<file path="config.mk">
export PLATFORM = sky130hd
export DESIGN_NAME = cpm_credit_mgr
export DESIGN_NICKNAME = d
export VERILOG_FILES = /design/src/rtl/cpm_pkg.sv /design/src/rtl/cpm_pool.sv /design/src/rtl/cpm_route.sv /design/src/rtl/cpm_credit_mgr.sv
export SDC_FILE = /design/constraint.sdc
export NUM_CORES = 1
export LEC_CHECK = 0
export BUFFER_PORTS_ARGS = -buffer_cell sky130_fd_sc_hd__buf_2
export CORE_AREA = 2 2 93 95
export DETAILED_ROUTE_END_ITERATION = 7
export DIE_AREA = 0 0 95 97
export GPL_ROUTABILITY_DRIVEN = 0
export PLACE_DENSITY = 0.72
export SLEW_MARGIN = 15
export SYNTH_ARGS = -nofsm -noshare
export SYNTH_HDL_FRONTEND = slang
export SYNTH_HIERARCHICAL = 1
export SYNTH_SLANG_ARGS = --single-unit
</file>
<file path="constraint.sdc">
create_clock -name clk -period 5.4 [get_ports clk]
set_input_delay 0.54 -clock clk [delete_from_list [all_inputs] [get_ports clk]]
set_output_delay 0.54 -clock clk [all_outputs]
set_load 0.05 [all_outputs]
</file>
<file path="src/rtl/cpm_pkg.sv">
`timescale 1ns/1ps
package cpm_pkg;
   // Pool index, also the value of the kind bit that selects it
   typedef enum logic {
      POOL_LB  = 1'b0,
      POOL_DIR = 1'b1
   } pool_e;

   localparam int NUM_POOLS = 2;
endpackage

</file>
<file path="src/rtl/cpm_pool.sv">
`timescale 1ns/1ps
// One credit counter with its limit and sticky overflow flag.
module cpm_pool #(
   parameter int W          = 14,
   parameter int MAX        = 8192,
   parameter bit SIZE_CLAMP = 1'b1
) (
   input  logic         clk,
   input  logic         rst_n,
   input  logic         load,
   input  logic [W-1:0] size,
   input  logic         spend,
   input  logic         refill,
   output logic         grant,
   output logic [W-1:0] level,
   output logic         ovf
);
   localparam logic [W-1:0] MAX_V = W'(MAX);

   generate
      if (MAX >= (2 ** W)) begin : g_bad_width
         $error("cpm_pool: W too narrow for MAX");
      end
      if (MAX < 1) begin : g_bad_max
         $error("cpm_pool: MAX must be positive");
      end
   endgenerate

   logic [W-1:0] size_eff;
   logic [W-1:0] level_q;
   logic [W-1:0] limit_q;
   logic         ovf_q;

   generate
      if (SIZE_CLAMP) begin : g_clamp
         assign size_eff = (size > MAX_V) ? MAX_V : size;
      end else begin : g_pass
         assign size_eff = size;
      end
   endgenerate

   logic at_top;
   logic refill_take;
   logic refill_drop;

   assign grant       = spend & ~load & (level_q != '0);
   assign at_top      = (level_q >= limit_q);
   assign refill_take = refill & ~load & ~grant & ~at_top;
   assign refill_drop = refill & ~load & ~grant & at_top;

   always_ff @(posedge clk) begin
      if (!rst_n || load) begin
         level_q <= size_eff;
         limit_q <= size_eff;
         ovf_q   <= 1'b0;
      end else begin
         if (grant && !refill) begin
            level_q <= level_q - 1'b1;
         end else if (refill_take) begin
            level_q <= level_q + 1'b1;
         end
         if (refill_drop) begin
            ovf_q <= 1'b1;
         end
      end
   end

   assign level = level_q;
   assign ovf   = ovf_q;
endmodule

</file>
<file path="src/rtl/cpm_route.sv">
`timescale 1ns/1ps
// Steers enqueue requests and dequeue returns to the pool named by the kind bit.
module cpm_route
   import cpm_pkg::*;
(
   input  logic                 enq_valid,
   input  logic                 enq_is_dir,
   input  logic                 deq_valid,
   input  logic                 deq_is_dir,
   input  logic [NUM_POOLS-1:0] grant,
   output logic [NUM_POOLS-1:0] spend,
   output logic [NUM_POOLS-1:0] refill,
   output logic                 enq_accept
);
   generate
      for (genvar k = 0; k < NUM_POOLS; k++) begin : g_sel
         localparam logic KIND = k[0];
         assign spend[k]  = enq_valid & (enq_is_dir == KIND);
         assign refill[k] = deq_valid & (deq_is_dir == KIND);
      end
   endgenerate

   assign enq_accept = |grant;
endmodule

</file>
<file path="src/rtl/cpm_credit_mgr.sv">
`timescale 1ns/1ps
module cpm_credit_mgr
   import cpm_pkg::*;
#(
   parameter int LB_MAX     = 8192,
   parameter int DIR_MAX    = 2048,
   parameter int LB_W       = 14,
   parameter int DIR_W      = 12,
   parameter bit SIZE_CLAMP = 1'b1
) (
   input  logic             clk,
   input  logic             rst_n,
   input  logic             cfg_load,
   input  logic [LB_W-1:0]  cfg_lb_size,
   input  logic [DIR_W-1:0] cfg_dir_size,
   input  logic             enq_valid,
   input  logic             enq_is_dir,
   output logic             enq_accept,
   input  logic             deq_valid,
   input  logic             deq_is_dir,
   output logic [LB_W-1:0]  lb_level,
   output logic [DIR_W-1:0] dir_level,
   output logic             lb_ovf,
   output logic             dir_ovf
);
   logic [NUM_POOLS-1:0] spend;
   logic [NUM_POOLS-1:0] refill;
   logic [NUM_POOLS-1:0] grant;

   cpm_route u_route (
      .enq_valid  (enq_valid),
      .enq_is_dir (enq_is_dir),
      .deq_valid  (deq_valid),
      .deq_is_dir (deq_is_dir),
      .grant      (grant),
      .spend      (spend),
      .refill     (refill),
      .enq_accept (enq_accept)
   );

   cpm_pool #(.W(LB_W), .MAX(LB_MAX), .SIZE_CLAMP(SIZE_CLAMP)) u_lb_pool (
      .clk    (clk),
      .rst_n  (rst_n),
      .load   (cfg_load),
      .size   (cfg_lb_size),
      .spend  (spend[POOL_LB]),
      .refill (refill[POOL_LB]),
      .grant  (grant[POOL_LB]),
      .level  (lb_level),
      .ovf    (lb_ovf)
   );

   cpm_pool #(.W(DIR_W), .MAX(DIR_MAX), .SIZE_CLAMP(SIZE_CLAMP)) u_dir_pool (
      .clk    (clk),
      .rst_n  (rst_n),
      .load   (cfg_load),
      .size   (cfg_dir_size),
      .spend  (spend[POOL_DIR]),
      .refill (refill[POOL_DIR]),
      .grant  (grant[POOL_DIR]),
      .level  (dir_level),
      .ovf    (dir_ovf)
   );
endmodule

</file>
==> metrics.txt <==
# TYPE chip_impl_metric gauge
chip_impl_info{name="run_status",value="finished, final reports clean"} 1
chip_impl_metric{name="drt_wl_total",unit="µm"} 9220
chip_impl_metric{name="synth.yosys.warnings",unit=""} 6
chip_impl_metric{name="regArea",unit="mm²"} 0.00160
chip_impl_metric{name="power.share.switching",unit="%"} 37.7
chip_impl_metric{name="max_freq",unit="MHz"} 273
chip_impl_metric{name="wire_length_of_the_first_global_routing_pass",unit="µm"} 14900
chip_impl_metric{name="worst-endpoint-arrival",unit="ns"} 3.73
chip_impl_metric{name="post_cts_setup_bufs",unit=""} 0
chip_impl_metric{name="cts.sinks",unit=""} 54
chip_impl_metric{name="core_area",unit="mm²"} 0.00813
chip_impl_metric{name="timing.hold.worst_path_depth",unit=""} 2
chip_impl_metric{name="antenna_violations_before_repair",unit=""} 0
chip_impl_metric{name="clock-skew-final",unit="ns"} 0.0111
chip_impl_metric{name="final.setup.worst_slack",unit="ns"} 1.73
chip_impl_metric{name="synth_fp_nets",unit=""} 485
chip_impl_metric{name="final_design_area_no_fill",unit="mm²"} 0.00452
chip_impl_metric{name="clk_path_buf_depth",unit=""} 2
chip_impl_metric{name="initial_utilization",unit="%"} 49.4
chip_impl_metric{name="grt_max_degree",unit=""} 41
chip_impl_metric{name="area_growth",unit="%"} 12.5
chip_impl_metric{name="number_of_buffers_and_inverters_on_the_critical_path",unit=""} 1
chip_impl_metric{name="worst_ir_drop_vdd",unit="mV"} 0.124
chip_impl_metric{name="finish.net_count",unit=""} 545
chip_impl_metric{name="ctsHtreeMaxLevel",unit=""} 2
chip_impl_metric{name="final.period_utilization",unit="%"} 67.9
chip_impl_info{name="crit_path_start_kind",value="register"} 1
chip_impl_metric{name="drt_first_pass_iters",unit=""} 5
chip_impl_info{name="yosysTopAreaCell",value="edfxtp_1"} 1
chip_impl_metric{name="power.total",unit="mW"} 1.24
chip_impl_metric{name="reg2reg_depth",unit=""} 12
chip_impl_metric{name="combinationalPowerShare",unit="%"} 35.5
chip_impl_metric{name="clk_pin_slew",unit="ns"} 0.10
chip_impl_metric{name="hold_buffers_post_cts",unit=""} 0
chip_impl_metric{name="port_buffer_cells",unit=""} 61
chip_impl_info{name="critical_register_to_register_path_endpoint",value="u_lb_pool/level[12]$_DFFE_PP_"} 1
chip_impl_info{name="critical_path.cell_chain",value="nor4_1 -> nand4_1 -> o21ai_1 -> nor3_1 -> buf_4 -> fa_1 -> a211o_1 -> a2111oi_4 -> o41ai_2 -> a31oi_1 -> xor2_1 -> o21ai_1"} 1
chip_impl_metric{name="synth_top_area_share",unit="%"} 38.9
chip_impl_metric{name="post-dp-hpwl",unit="µm"} 7030
chip_impl_metric{name="detailedPlace.worstSlack",unit="ns"} 1.79
chip_impl_metric{name="finalSetupViolCount",unit=""} 0
chip_impl_metric{name="post-route-util",unit="%"} 55.6
chip_impl_metric{name="placedInstanceArea",unit="mm²"} 0.00443
chip_impl_metric{name="post_synth_num_cell_types",unit=""} 58
chip_impl_metric{name="rrSetupSlack",unit="ns"} 1.73
chip_impl_metric{name="die_height",unit="µm"} 97
chip_impl_metric{name="yosysSeqAreaShare",unit="%"} 39.9
chip_impl_metric{name="top_level_ports",unit=""} 62
chip_impl_metric{name="power_frac_clock",unit="%"} 19.4
chip_impl_info{name="worstHoldStart",value="u_dir_pool/ovf$_SDFFE_PP0P_"} 1
chip_impl_info{name="worst_r2r_startpoint",value="u_lb_pool/level[0]$_DFFE_PP_"} 1
chip_impl_metric{name="floorplan.rows",unit=""} 33
chip_impl_metric{name="grt_overflow",unit=""} 0
chip_impl_metric{name="first_iter_violations",unit=""} 167
chip_impl_metric{name="crit_path_max_incr_delay",unit="ns"} 0.50
chip_impl_metric{name="layoutNonFillerInstCount",unit=""} 568
chip_impl_metric{name="detail_route.wl_per_cell",unit="µm"} 16.2
chip_impl_metric{name="critical_path.max_fanout",unit=""} 13
chip_impl_metric{name="internal_pwr_total",unit="mW"} 0.770
chip_impl_info{name="unrepaired_setup_endpoints_after_global_routing",value="no"} 1
chip_impl_metric{name="max_cap_violations",unit=""} 0
chip_impl_info{name="critical-path-top-cell-by-count",value="o21ai_1"} 1
chip_impl_metric{name="die-width",unit="µm"} 95
chip_impl_metric{name="cts-resized-gates",unit=""} 0
chip_impl_metric{name="setup-tns-final",unit="ns"} 0
chip_impl_metric{name="hold-worst-slack",unit="ns"} 0.493
chip_impl_metric{name="share_seq_of_total_power",unit="%"} 45.0
chip_impl_metric{name="synth_seq_cells",unit=""} 54
chip_impl_metric{name="timing_worst_slew_pin_value",unit="ns"} 0.774
chip_impl_info{name="cp-end-kind",value="register"} 1
chip_impl_metric{name="report.final.hold_viol_count",unit=""} 0
chip_impl_info{name="tritoncts_clock_tree",value="done"} 1
chip_impl_metric{name="async_reset_ff_share",unit="%"} 0
chip_impl_info{name="timing.critical_path.max_delay_family",value="compound AO/OA/AOI/OAI gates"} 1
chip_impl_metric{name="post_synth_edffs",unit=""} 52
chip_impl_metric{name="groute.usage.overall",unit="%"} 20.5
chip_impl_info{name="timing_worst_setup_path_type",value="register to register"} 1
chip_impl_metric{name="routed-via-count",unit=""} 3181
chip_impl_info{name="worstHoldPathType",value="register to register"} 1
chip_impl_metric{name="drc",unit=""} 0
chip_impl_metric{name="net_switching_power_of_the_design",unit="mW"} 0.465
chip_impl_metric{name="viasPerCell",unit=""} 5.60
chip_impl_metric{name="cellPowerDensity",unit="mW/mm²"} 273
chip_impl_metric{name="max_slew_margin",unit="%"} 48.4
chip_impl_metric{name="netlist_area",unit="mm²"} 0.00402
chip_impl_metric{name="fp.dieArea",unit="mm²"} 0.00922
chip_impl_metric{name="cts-buffers-inserted",unit=""} 5
chip_impl_info{name="layout.cells.most_common_list",value="61 x buf_2, 52 x edfxtp_1, 48 x ha_1"} 1
chip_impl_info{name="netlist_top_cells_area",value="edfxtp_1 39%, ha_1 15%, nor2b_1 4.2%"} 1
chip_impl_metric{name="static-leakage-power",unit="nW"} 2.09
chip_impl_metric{name="syn-instance-count",unit=""} 402
chip_impl_info{name="cts-root-buf",value="clkbuf_8"} 1
chip_impl_metric{name="report.final.slew_viol_count",unit=""} 0
chip_impl_metric{name="multiInputGateArea",unit="mm²"} 0.00224
chip_impl_metric{name="finalCriticalPeriod",unit="ns"} 3.67
chip_impl_metric{name="insertedDiodeCount",unit=""} 0
chip_impl_metric{name="fillers",unit=""} 734
chip_impl_metric{name="worst-endpoint-required",unit="ns"} 5.46
chip_impl_metric{name="avgSynthCellArea",unit="µm²"} 10.0
chip_impl_info{name="cpMaxStageDelayCell",value="edfxtp_1"} 1
chip_impl_info{name="timing.hold.worst_endpoint",value="u_dir_pool/ovf$_SDFFE_PP0P_"} 1
chip_impl_info{name="layout.cells.most_common",value="buf_2"} 1
chip_impl_metric{name="drive_above_1_share",unit="%"} 18.8
chip_impl_metric{name="drtAntennaViolNets",unit=""} 0
chip_impl_info{name="synthFlopType",value="edfxtp_1"} 1
chip_impl_metric{name="insertion_delay",unit="ns"} 0.31
chip_impl_metric{name="place.detailed.instances",unit=""} 560
chip_impl_metric{name="first_global_vias",unit=""} 3097
[registers in the layout, indices dropped and copies added (netlist names)]
name                flops
u_lb_pool/level        14
u_lb_pool/limit_q      14
u_dir_pool/level       12
u_dir_pool/limit_q     12
u_dir_pool/ovf          1
u_lb_pool/ovf           1
[synth_stat cells (3+ instances only)]
| master | instances |
|---|---|
| nand4_1 | 11 |
| a211oi_1 | 4 |
| xnor2_1 | 9 |
| nand2b_1 | 4 |
| inv_1 | 35 |
| nor3_1 | 6 |
| a31oi_1 | 3 |
| xor2_1 | 10 |
| o21ai_1 | 8 |
| a211o_1 | 3 |
| edfxtp_1 | 52 |
| a21oi_1 | 22 |
| ha_1 | 48 |
| nand3_1 | 8 |
| nor2_1 | 14 |
| nor4_1 | 8 |
| o21a_1 | 3 |
| a21o_1 | 18 |
| o21ai_0 | 20 |
| and2b_2 | 3 |
| nor2b_1 | 27 |
| clkbuf_1 | 8 |
| nand2_1 | 33 |
[kinds of logic (layout without fill, tap and decap cells)]
| family | count (synthesis) | after routing | synth area share (%) |
|---|---|---|---|
| fa+ha+maj | 50 | 50 | 15.9 |
| buf+inv | 47 | 108 | 4.51 |
| compound gates | 107 | 107 | 18.8 |
| simple gates | 123 | 123 | 16.2 |
| xor+xnor | 19 | 19 | 4.14 |
| flops | 54 | 54 | 39.9 |
| mux | 2 | 2 | 0.560 |
[layer usage]
layer / global-route usage (%) / part of all wire [%]
met2: 32.7 / 46
met1: 29.1 / 48
met3: 3.04 / 5.2
met5: 0 / 0
met4: 5.57 / 1.3
[how the worst max path moves through the flow]
stage | start | end | slack (ns) | depth (start not counted)
after floorplan | u_lb_pool/level[0]$_DFFE_PP_ | u_lb_pool/level[12]$_DFFE_PP_ | 1.53 | 11
after global placement | u_lb_pool/level[0]$_DFFE_PP_ | u_lb_pool/level[12]$_DFFE_PP_ | 1.88 | 12
after detailed placement | u_lb_pool/level[0]$_DFFE_PP_ | u_lb_pool/level[12]$_DFFE_PP_ | 1.79 | 12
after CTS | u_lb_pool/level[0]$_DFFE_PP_ | u_lb_pool/level[12]$_DFFE_PP_ | 1.78 | 12
after global routing | u_lb_pool/level[0]$_DFFE_PP_ | u_lb_pool/level[12]$_DFFE_PP_ | 1.51 | 12
final | u_lb_pool/level[0]$_DFFE_PP_ | u_lb_pool/level[12]$_DFFE_PP_ | 1.73 | 12
[layout make-up]
| type | instances | share of cell area (%) |
|---|---|---|
| Multi-Input combinational cell | 301 | 49.5 |
| Sequential cell | 54 | 35.4 |
| Timing Repair Buffer | 63 | 7.09 |
| Inverter | 37 | 3.07 |
| Tap cell | 105 | 2.91 |
| Clock buffer | 7 | 1.91 |
| Clock inverter | 1 | 0.111 |
[power by group through the flow]
stage                     clock network [mW]  registers, mW  logic [mW]
after floorplan                            0          0.649       0.235
after global placement                     0          0.563       0.425
after detailed placement                   0          0.566       0.434
after CTS                              0.248          0.556       0.437
after global routing                   0.264          0.563       0.480
final                                  0.240          0.556       0.439
[tightest hold or removal path, stage by stage, from the launching register on]
cell and delay, ns:
dfxtp_1 0.34, inv_1 0.06, a31oi_1 0.06
(Power assumes the default switching activity.)
